<file path="config.mk">
export PLATFORM = sky130hd
export DESIGN_NAME = cmp_timer
export DESIGN_NICKNAME = d
export VERILOG_FILES = /design/src/rtl/cmp_timer_pkg.sv /design/src/rtl/cmp_timer_presc.sv /design/src/rtl/cmp_timer_count.sv /design/src/rtl/cmp_timer.sv
export SDC_FILE = /design/constraint.sdc
export NUM_CORES = 1
export LEC_CHECK = 0
export BUFFER_PORTS_ARGS = -buffer_cell sky130_fd_sc_hd__buf_2
export CELL_PAD_IN_SITES_DETAIL_PLACEMENT = 2
export CELL_PAD_IN_SITES_GLOBAL_PLACEMENT = 2
export CORE_AREA = 2 2 107 109
export DETAILED_ROUTE_END_ITERATION = 12
export DIE_AREA = 0 0 109 111
export PLACE_DENSITY_LB_ADDON = 0.25
export SLEW_MARGIN = 40
export SYNTH_ARGS = -nofsm -noshare
export SYNTH_HDL_FRONTEND = slang
export SYNTH_SLANG_ARGS = --single-unit
</file>
<file path="constraint.sdc">
create_clock -name clk -period 5.6 [get_ports clk]
set_clock_uncertainty 0.15 [all_clocks]
set_input_delay 1.12 -clock clk [delete_from_list [all_inputs] [get_ports clk]]
set_output_delay 1.12 -clock clk [all_outputs]
set_load 0.005 [all_outputs]
</file>
<file path="src/rtl/cmp_timer_pkg.sv">
package cmp_timer_pkg;
    localparam logic [7:0] OFS_PARAM  = 8'h04;
    localparam logic [7:0] OFS_CTRL   = 8'h10;
    localparam logic [7:0] OFS_COUNT  = 8'h14;
    localparam logic [7:0] OFS_MODULO = 8'h18;
    localparam logic [7:0] OFS_STATUS = 8'h1C;
    localparam logic [7:0] OFS_CHCTL  = 8'h20;
    localparam logic [7:0] OFS_CHVAL  = 8'h24;

    localparam int PS_BITS = 3;
    localparam int MODE_BITS = 4;
    localparam logic [MODE_BITS-1:0] MODE_SWCMP = 4'h4;
endpackage

</file>
<file path="src/rtl/cmp_timer_presc.sv">
module cmp_timer_presc #(
    parameter int PS_BITS = 3
) (
    input  logic               clk,
    input  logic               rst,
    input  logic               run,
    input  logic               restart,
    input  logic [PS_BITS-1:0] code,
    output logic               tick
);
    localparam int DIV_W = (1 << PS_BITS) - 1;

    typedef struct packed {
        logic [DIV_W-1:0] div;
    } ps_state_t;

    ps_state_t st_d, st_q;
    logic [DIV_W-1:0] mask;

    always_comb begin
        mask = (DIV_W'(1) << code) - DIV_W'(1);
        tick = run && !restart && ((st_q.div & mask) == mask);
        st_d = st_q;
        if (restart || !run) st_d.div = '0;
        else                 st_d.div = st_q.div + DIV_W'(1);
    end

    always_ff @(posedge clk) begin
        if (rst) st_q <= '0;
        else     st_q <= st_d;
    end

    AST_TICK_NEEDS_RUN: assert property (@(posedge clk) disable iff (rst)
        tick |-> run);
endmodule

</file>
<file path="src/rtl/cmp_timer_count.sv">
module cmp_timer_count #(
    parameter int CNT_W = 16
) (
    input  logic             clk,
    input  logic             rst,
    input  logic             tick,
    input  logic             zero,
    input  logic [CNT_W-1:0] modulo,
    output logic [CNT_W-1:0] count,
    output logic [CNT_W-1:0] count_next,
    output logic             wrap
);
    typedef struct packed {
        logic [CNT_W-1:0] cnt;
    } cnt_state_t;

    cnt_state_t st_d, st_q;

    always_comb begin
        wrap = tick && (st_q.cnt == modulo);
        st_d = st_q;
        if (zero)      st_d.cnt = '0;
        else if (wrap) st_d.cnt = '0;
        else if (tick) st_d.cnt = st_q.cnt + CNT_W'(1);
        count      = st_q.cnt;
        count_next = st_d.cnt;
    end

    always_ff @(posedge clk) begin
        if (rst) st_q <= '0;
        else     st_q <= st_d;
    end

    AST_STOPPED_HOLD: assert property (@(posedge clk) disable iff (rst)
        (!tick && !zero) |=> $stable(count));
    AST_WRAP_TO_ZERO: assert property (@(posedge clk) disable iff (rst)
        (tick && count == modulo) |=> (count == '0));
endmodule

</file>
<file path="src/rtl/cmp_timer.sv">
module cmp_timer #(
    parameter int CNT_W = 16
) (
    input  logic        clk,
    input  logic        rst,
    input  logic        bus_we,
    input  logic [7:0]  bus_addr,
    input  logic [31:0] bus_wdata,
    output logic [31:0] bus_rdata,
    output logic        irq
);
    import cmp_timer_pkg::*;

    localparam logic [7:0] WIDTH_CODE = 8'(CNT_W);

    typedef struct packed {
        logic [PS_BITS-1:0]   presc;
        logic                 run;
        logic                 ovf;
        logic [MODE_BITS-1:0] mode;
        logic                 ie;
        logic                 chf;
        logic [CNT_W-1:0]     modv;
        logic [CNT_W-1:0]     cmpv;
    } reg_state_t;

    reg_state_t rs_d, rs_q;
    logic tick, wrap, hit;
    logic wr_ctrl, wr_count, wr_mod, wr_stat, wr_chctl, wr_chval;
    logic [CNT_W-1:0] count, count_next;

    always_comb begin
        wr_ctrl  = bus_we && (bus_addr == OFS_CTRL);
        wr_count = bus_we && (bus_addr == OFS_COUNT);
        wr_mod   = bus_we && (bus_addr == OFS_MODULO);
        wr_stat  = bus_we && (bus_addr == OFS_STATUS);
        wr_chctl = bus_we && (bus_addr == OFS_CHCTL);
        wr_chval = bus_we && (bus_addr == OFS_CHVAL);
    end

    cmp_timer_presc #(.PS_BITS(PS_BITS)) u_presc (
        .clk     (clk),
        .rst     (rst),
        .run     (rs_q.run),
        .restart (wr_count),
        .code    (rs_q.presc),
        .tick    (tick)
    );

    cmp_timer_count #(.CNT_W(CNT_W)) u_count (
        .clk        (clk),
        .rst        (rst),
        .tick       (tick),
        .zero       (wr_count),
        .modulo     (rs_q.modv),
        .count      (count),
        .count_next (count_next),
        .wrap       (wrap)
    );

    always_comb begin
        hit  = tick && (rs_q.mode == MODE_SWCMP) && (count_next == rs_q.cmpv);
        rs_d = rs_q;
        if (wr_ctrl) begin
            rs_d.run   = bus_wdata[3];
            rs_d.presc = bus_wdata[PS_BITS-1:0];
            if (bus_wdata[7]) rs_d.ovf = 1'b0;
        end
        if (wrap) rs_d.ovf = 1'b1;
        if (wr_mod)   rs_d.modv = bus_wdata[CNT_W-1:0];
        if (wr_chval) rs_d.cmpv = bus_wdata[CNT_W-1:0];
        if (wr_chctl) begin
            rs_d.mode = bus_wdata[5:2];
            rs_d.ie   = bus_wdata[6];
            if (bus_wdata[7]) rs_d.chf = 1'b0;
        end
        if (wr_stat && bus_wdata[0]) rs_d.chf = 1'b0;
        if (hit) rs_d.chf = 1'b1;
    end

    always_ff @(posedge clk) begin
        if (rst) begin
            rs_q      <= '0;
            rs_q.modv <= '1;
        end else begin
            rs_q <= rs_d;
        end
    end

    always_comb begin
        bus_rdata = '0;
        unique case (bus_addr)
            OFS_PARAM:  bus_rdata[23:16] = WIDTH_CODE;
            OFS_CTRL:   bus_rdata[7:0] = {rs_q.ovf, 3'b000, rs_q.run, rs_q.presc};
            OFS_COUNT:  bus_rdata[CNT_W-1:0] = count;
            OFS_MODULO: bus_rdata[CNT_W-1:0] = rs_q.modv;
            OFS_STATUS: bus_rdata[0] = rs_q.chf;
            OFS_CHCTL:  bus_rdata[7:0] = {rs_q.chf, rs_q.ie, rs_q.mode, 2'b00};
            OFS_CHVAL:  bus_rdata[CNT_W-1:0] = rs_q.cmpv;
            default:    bus_rdata = '0;
        endcase
        irq = rs_q.chf && rs_q.ie;
    end

    AST_OVF_ON_WRAP: assert property (@(posedge clk) disable iff (rst)
        (tick && count == rs_q.modv) |=> rs_q.ovf);
    AST_COUNT_WRITE_ZERO: assert property (@(posedge clk) disable iff (rst)
        (bus_we && bus_addr == OFS_COUNT) |=> (count == '0));
    AST_NO_FLAG_OFF_MODE: assert property (@(posedge clk) disable iff (rst)
        (!rs_q.chf && rs_q.mode != MODE_SWCMP) |=> !rs_q.chf);
    AST_IRQ_HELD: assert property (@(posedge clk) disable iff (rst)
        (irq && !bus_we) |=> irq);
endmodule

</file>
==> run summary, run 1 <==
status = finished clean
Die H = 111 um
Clk pwr share = 53.9%
Worst EP arrival = 2.84 ns
Max FO, Critical Path = 17
Pre-antenna DRT Iters = 5
IO Port Bufs = 44
Post-Layout Cell Count = 645
clock buffer depth = 2
grt peak-use layer = met2
Filler cells = 1299
Ports = 76
total CTS buffers = 9
CORE AREA = 11100 um^2
RSZ-0062 raised after global routing = no
initial antenna violation count = 0
post-synthesis mux area share = 0.580%
Compound-Gate Fraction of Synth Area = 15.3%
Flop pwr share = 42.7%
Worst slew margin = 43.4%
Post-CTS Resized = 0
CTS tree = done
clk_lat worst skew = 0.35 ns
maximum vdd ir drop = 0.145 mV
final non-filler cell area = 4220 um^2
Initial Utilization = 33.1%
Final period util = 73.4%
most frequent cells in the layout = nand2_1 (106), dfxtp_1 (66), buf_2 (43)
sequential share of the synthesized area = 36.0%
Logic pwr share = 3.4%
largest net degree at the start of global routing = 47
global-route met2 utilization = 37.6%
routed vias = 3570
most common cell after layout, fill and taps aside = nand2_1
Worst-path clk slew = 0.05 ns
via density per instance = 5.53
most common flop cell mapped by yosys = dfxtp_1
die width = 109 um
Diodes inserted = 0
final global-route overflow total = 0
main combinational cell family by area after synthesis = simple AND/OR/NAND/NOR gates
CP Launch Type = input port
row cnt = 39
number of global-route vias before repair = 3823
worst reg-to-reg setup slack = 2.51 ns
Max Cap Viol = 0
pwr/cell area = 261 nW/um^2
Post-synth ARST share = 0%
Cell Int Power = 0.000860 W
synthesized instance count = 470
simple-gate portion of the synthesized area = 31.8%
layout cells sized above 1 = 15.1%
worst setup margin = 1.49 ns
post-layout util = 38.1%
Max Slew Vio Count = 0
nets = 543
Initial DRC Count = 233
Switching Fraction = 22.0%
met1 Usage GRT = 31.5%
YS warnings = 0
Area Overhead vs Synth = 15.0%
Crit Path Class = in2out
Final GP Congestion = 0.849
number of H-tree levels = 3
DRC Markers = 0
synthesized area = 3670 um^2
clk root buf = clkbuf_16
CP Capture Type = output pin
slew at the pin with the worst max-slew slack = 0.849 ns
Tmin final = 4.11 ns
Pleak = 1.65 nW
wire per inst = 21.0 um
fmax = 0.243 GHz
Final Setup Violations = 0
Synth Area in Adders = 0.682%
post-synthesis register bit count = 66
gr usage total = 24.0%
met3 usage = 5.17%
xor/xnor share of the synthesized area = 8.59%
placed insts = 630
dpl cell area = 3910 um^2
post-route antenna net violation count = 0
Net Sw Power = 0.000243 W
die area = 12100 um^2
synth unique cells = 56
hold buffer count at cts = 0
Req. time, crit path = 4.33 ns
worst hold path type = reg2reg
Sink Count = 66
Setup Buffers After CTS = 0
first-pass GRT wire length = 21600 um
Detailed Place HPWL = 9620 um
Post-synth EDFFs = 0
Post-Syn Area per Cell = 7.81 um^2
pre-CTS WS = 1.48 ns
routed wire length = 13600 um
TNS Setup = 0 ns
final count of hold timing violations = 0
## flip-flops by register name, summed over array words and instances, names as in the netlist
name	cells
rs_q	43
u_count.count	16
u_presc.st_q	7
## synth_stat cells (4+ instances only)
library cell,count,share of area (%)
and2_1,4,0.68
inv_1,10,1.0
a22oi_1,16,3.3
nand2_1,106,11
nand4_1,14,2.4
nor3_1,8,1.1
nand3_1,20,2.7
a21oi_1,27,3.7
nor2_1,34,3.5
nor4_1,6,1.0
a222oi_1,10,2.7
dfxtp_1,66,36
xor2_1,9,2.1
xnor2_1,27,6.4
and3_1,5,0.85
clkbuf_1,23,2.4
nand3b_1,18,3.7
buf_4,15,3.1
## worst paths after layout
| path | start | endpoint | cells after the start |
|---|---|---|---|
| worst max register to register | u_count.count[0] | rs_q[32] | 9 |
| worst max-delay path | bus_addr[3] | bus_rdata[2] | 6 |
| worst min register to register | rs_q[7] | rs_q[7] | 2 |
| worst min-delay path | rs_q[7] | rs_q[7] | 2 |
## metal layers
layer	part of all wire (%)	vias to the layer above	routed length (um)
li1	-	1686	-
met5	0	-	0
met2	48	67	6520
met4	2.9	0	395
met3	3.1	24	426
met1	46	1793	6220
## cell families after synthesis
| group | count (synthesis) |
|---|---|
| AO/OA/AOI/OAI | 76 |
| XOR/XNOR | 36 |
| adder cells (fa/ha/maj) | 2 |
| buffers and inverters | 52 |
| flip-flops | 66 |
| multiplexers | 2 |
| other | 1 |
| AND/OR/NAND/NOR | 235 |
## worst max-delay path: stages
cell     delay, ns
buf_2         0.12
nor4b_2       0.47
and2_1        0.68
a22oi_1       0.20
nand2_1       0.13
buf_2         0.12
## per-stage QoR
step	total power, W	hold slack [ns]
floorplan	0.000505	0.289
global placement	0.000516	0.309
detailed placement	0.000517	0.324
CTS	0.00112	0.332
global route	0.00114	0.355
finish	0.00110	0.327
## power by group through the flow
stage | Sequential, W | Combinational, W | Clock, W
floorplan | 0.000481 | 0.0000242 | 0
finish | 0.000471 | 0.0000370 | 0.000595
global placement | 0.000481 | 0.0000352 | 0
detailed placement | 0.000481 | 0.0000363 | 0
CTS | 0.000471 | 0.0000365 | 0.000609
global route | 0.000471 | 0.0000403 | 0.000634
## area by class of cell
type | count | area [um^2] | area share [%]
flip-flops and latches | 66 | 1320 | 31.3
clock inverters | 2 | 35.0 | 0.830
inverters | 10 | 37.5 | 0.890
clock buffers | 13 | 270 | 6.41
repair buffers | 45 | 230 | 5.46
multi-input cells | 366 | 2150 | 50.9
well taps | 143 | 179 | 4.24
(Power assumes the default switching activity.)
==> inputs of run 2 (changes only) <==
Settings changed: CORE_AREA 2 2 107 109 to 2 2 112 114, DIE_AREA 0 0 109 111 to 0 0 114 116.
Clock period 5.6 ns to 4.2 ns, I/O delays scaled along.
==> run 2 against run 1 <==
  * Design area up 0.47%
  * Largest cell class unchanged
  * Largest power group unchanged
  * Sequential share of layout area down 0.15 points
  * Die area up 9.3%
  * Non-clock buffer count up 2
  * Highest routed layer unchanged
==> run summary, run 2 (synthesis results as in run 1) <==
area of the multi-input gates = 2150 um^2
IO Port Bufs = 44
Filler cells = 1402
status = finished clean
DRC Markers = 0
Final period util = 83.8%
Max Cap Viol = 0
DRT met1 WL = 6090 um
hold buffer count at cts = 0
nets = 545
met3 routed WL = 480 um
via density per instance = 5.47
Pleak = 1.66 nW
number of H-tree levels = 3
clock buffer depth = 2
most common cell after layout, fill and taps aside = nand2_1
Reg with most FFs = rs_q
Worst slew margin = 44.6%
initial antenna violation count = 0
Final Power = 0.00146 W
worst hold path type = reg2reg
Sink Count = 66
total CTS buffers = 9
Initial DRC Count = 207
Setup Buffers After CTS = 0
Area Overhead vs Synth = 15.5%
Initial Utilization = 30.8%
Ports = 76
largest net degree at the start of global routing = 47
CTS tree = done
clk root buf = clkbuf_16
CORE AREA = 11900 um^2
routed vias = 3568
final global-route overflow total = 0
pwr/cell area = 343 nW/um^2
slew at the pin with the worst max-slew slack = 0.831 ns
post-route antenna net violation count = 0
number of global-route vias before repair = 3875
Final Setup Violations = 0
gr usage total = 21.8%
first-pass GRT wire length = 21700 um
final count of hold timing violations = 0
Worst EP arrival = 2.53 ns
Die H = 116 um
register area = 1320 um^2
Final GP Congestion = 0.833
Max FO, Critical Path = 15
fmax = 0.284 GHz
clk_lat worst skew = 0.34 ns
Post-CTS Resized = 0
most frequent cells in the layout = nand2_1 (106), dfxtp_1 (66), buf_2 (43)
RSZ-0062 raised after global routing = no
Top Layer Used = met4
maximum vdd ir drop = 0.234 mV
Pre-antenna DRT Iters = 6
Max Slew Vio Count = 0
row cnt = 40
wire per inst = 20.9 um
die area = 13200 um^2
Tmin final = 3.52 ns
layout cells sized above 1 = 15.8%
Crit Path Class = in2out
routed wire length = 13600 um
CP Capture Type = output pin
TNS Setup = 0 ns
Req. time, crit path = 3.21 ns
Worst-path clk slew = 0.05 ns
Detailed Place HPWL = 10000 um
die width = 114 um
Diodes inserted = 0
CP Launch Type = input port
DR WL met2 = 6730 um
number of flip-flops in the largest register = 43
run 2: path summary, 6_finish.rpt:
kind / startpoint / end / slack (ns) / depth (start not counted)
setup / recovery: bus_addr[3] / bus_rdata[3] / 0.68 / 6
hold / removal: rs_q[34] / rs_q[34] / 0.32 / 2
setup reg to reg: u_count.count[1] / rs_q[32] / 1.10 / 9
hold reg to reg: rs_q[34] / rs_q[34] / 0.32 / 2
run 2: layout make-up:
cell class / instances / share of cell area, %
well taps: 147 / 4.34
inverters: 10 / 0.885
repair buffers: 47 / 5.79
clock inverters: 5 / 1.24
multi-input cells: 366 / 50.6
flip-flops and latches: 66 / 31.2
clock buffers: 11 / 5.96
run 2: per-layer routing:
| metal | track usage, % | vias up |
|---|---|---|
| li1 | - | 1687 |
| met4 | 7.56 | 0 |
| met1 | 27.3 | 1790 |
| met3 | 4.97 | 16 |
| met5 | 0 | - |
| met2 | 37.2 | 75 |
run 2: metrics by stage:
step / worst slack (ns) / area [um^2] / utilization [%] / hold slack, ns / instances
2_1_floorplan: 1.08 / 3720 / - / 0.289 / 484
3_3_place_gp: 0.647 / 3930 / 33.0 / 0.302 / 636
3_5_place_dp: 0.651 / 3930 / 33.0 / 0.317 / 636
4_1_cts: 0.680 / 4240 / 35.6 / 0.324 / 652
5_1_grt: 0.572 / 4240 / 35.6 / 0.350 / 652
6_report: 0.682 / 4240 / 35.6 / 0.323 / 652
run 2: worst max-delay path, cell delays in order:
cell and delay (ns):
buf_2 0.12, nor4b_2 0.47, and3_1 0.65, a22oi_1 0.20, nand2_1 0.12, buf_2 0.12
run 2: power breakdown:
group	switching (W)	internal, W	leakage (nW)	total (W)
Combinational	0.0000322	0.0000168	0.976	0.0000490
Clock	0.000290	0.000488	0.151	0.000778
Sequential	0.000000974	0.000627	0.532	0.000628
==> inputs of run 3 (changes only) <==
Settings changed: ABC_AREA set to 1, CORE_AREA 2 2 112 114 to 2 2 121 123, DIE_AREA 0 0 114 116 to 0 0 123 125.
Clock period 4.2 ns to 3.62 ns, I/O delays scaled along.
==> run 3 against run 2 <==
  * Final cell count up 37%
  * Sequential share of layout area down 3.9 points
  * Die area up 16%
  * Combinational power up 41%
  * Total power up 25%
  * Highest routed layer unchanged
  * Critical path depth up 6
  * Synthesized area up 13%
  * Hold slack better by 0.0031 ns
  * Largest power group unchanged
==> run summary, run 3 <==
status = finished clean
first-pass GRT wire length = 25400 um
Switching Fraction = 21.9%
Ports = 76
Cell Int Power = 0.00142 W
Final period util = 89.7%
number of flip-flops in the largest register = 43
clk_lat worst skew = 0.34 ns
simple-gate portion of the synthesized area = 35.1%
worst setup margin = 0.374 ns
wire per inst = 17.3 um
total CTS buffers = 9
final global-route overflow total = 0
post-synthesis register bit count = 66
most common flop cell mapped by yosys = dfxtp_1
Initial DRC Count = 196
clock buffer depth = 2
Synth Area in Adders = 0.603%
Setup Buffers After CTS = 0
Area Overhead vs Synth = 16.9%
Crit Path Class = in2out
IO Port Bufs = 44
hold buffer count at cts = 0
post-route antenna net violation count = 0
Post-CTS Resized = 0
most frequent cell after synthesis = nand2_1
Die H = 125 um
synthesized instance count = 663
Max Cap Viol = 0
Pre-antenna DRT Iters = 4
CP Capture Type = output pin
Post-Syn Area per Cell = 6.26 um^2
die width = 123 um
Post-Layout Cell Count = 895
CTS tree = done
Max Slew Vio Count = 0
die area = 15400 um^2
xor/xnor share of the synthesized area = 2.96%
Compound-Gate Fraction of Synth Area = 15.8%
worst reg-to-reg setup slack = 0.98 ns
maximum vdd ir drop = 0.152 mV
row cnt = 44
main combinational cell family by area after synthesis = simple AND/OR/NAND/NOR gates
Post-synth ARST share = 0%
YS warnings = 0
routed vias = 4438
via density per instance = 4.96
Worst EP arrival = 2.37 ns
Max FO, Critical Path = 9
Final Setup Violations = 0
TNS Setup = 0 ns
routed wire length = 15500 um
slew at the pin with the worst max-slew slack = 0.820 ns
Final GP Congestion = 0.829
Detailed Place HPWL = 11600 um
fmax = 0.308 GHz
Worst-path clk slew = 0.06 ns
pre-CTS WS = 0.367 ns
pwr/cell area = 375 nW/um^2
Worst slew margin = 45.3%
largest net degree at the start of global routing = 33
placed insts = 879
Flop pwr share = 40.0%
clk root buf = clkbuf_16
final count of hold timing violations = 0
Net Sw Power = 0.000398 W
Post-synth EDFFs = 0
post-synthesis mux area share = 0%
Req. time, crit path = 2.75 ns
most common cell after layout, fill and taps aside = nand2_1
nets = 751
Initial Utilization = 29.2%
DRC Markers = 0
cell taking the most area after synthesis = dfxtp_1
initial antenna violation count = 0
worst hold path type = reg2reg
number of global-route vias before repair = 4823
sequential share of the synthesized area = 31.8%
RSZ-0062 raised after global routing = no
layout cells sized above 1 = 13.4%
top cells by count, synth = nand2_1 (188), inv_1 (79), nor2_1 (73)
synth top area cells = dfxtp_1 (32%), nand2_1 (17%), inv_1 (7.1%), nor2_1 (6.6%), o21ai_0 (5.4%)
Clk pwr share = 56.2%
synthesized area = 4150 um^2
gr usage total = 21.4%
synth unique cells = 37
Tmin final = 3.25 ns
Reg with most FFs = rs_q
most frequent cells in the layout = nand2_1 (188), inv_1 (79), nor2_1 (72)
number of H-tree levels = 3
Logic pwr share = 3.8%
CP Launch Type = input port
Pleak = 2.19 nW
CORE AREA = 14200 um^2
Sink Count = 66
top cell type's share of synthesized area = 31.8%
Diodes inserted = 0
## run 3: critical path: stages
cell and delay, ns:
buf_2 0.11, inv_1 0.06, nand2_1 0.06, nor2_2 0.19, inv_1 0.13, nor2_1 0.19
inv_1 0.24, buf_4 0.26, o22ai_1 0.12, a21oi_1 0.06, o21ai_0 0.09, buf_2 0.14
## run 3: layer usage
layer / GRT usage (%) / part of all wire, % / wire length (um)
met1: 27.2 / 46 / 7090
met2: 36.1 / 49 / 7510
met3: 3.42 / 2.7 / 423
met4: 8.16 / 2.7 / 422
met5: 0 / 0 / 0
## run 3: path summary, 6_finish.rpt
kind	startpoint	depth (start not counted)	to
max	bus_addr[5]	12	bus_rdata[5]
min	u_presc.st_q[0]	1	u_presc.st_q[0]
max reg2reg	rs_q[40]	18	rs_q[32]
min reg2reg	u_presc.st_q[0]	1	u_presc.st_q[0]
## run 3: logic make-up after synthesis
kind of cell	count (synthesis)
AO/OA/AOI/OAI	119
XOR/XNOR	14
adder cells (fa/ha/maj)	2
buffers and inverters	127
flip-flops	66
other	1
AND/OR/NAND/NOR	334
## run 3: through the flow
stage               total power (W)  util, %  hold WS (ns)  instance area [um^2]
finish                      0.00182     34.1         0.326                  4850
global route                0.00189     34.1         0.358                  4850
CTS                         0.00184     34.1         0.334                  4850
detailed placement         0.000813     31.8         0.319                  4510
global placement           0.000811     31.8         0.301                  4510
floorplan                  0.000788        -         0.280                  4200
## run 3: area by class of cell
cell class / instances / area, um^2
multi-input combinational: 484 / 2320
clock buffer: 11 / 233
timing repair buffer: 55 / 303
clock inverter: 5 / 103
inverter: 90 / 340
fill: 1757 / 9360
sequential: 66 / 1320
tap: 184 / 230
## run 3: power by group through the flow
stage,clock (W),sequential (W),combinational (W)
final,0.00102,0.000728,0.0000689
after global routing,0.00108,0.000728,0.0000769
after CTS,0.00104,0.000728,0.0000694
after detailed placement,0,0.000744,0.0000688
after global placement,0,0.000744,0.0000665
after floorplan,0,0.000744,0.0000437
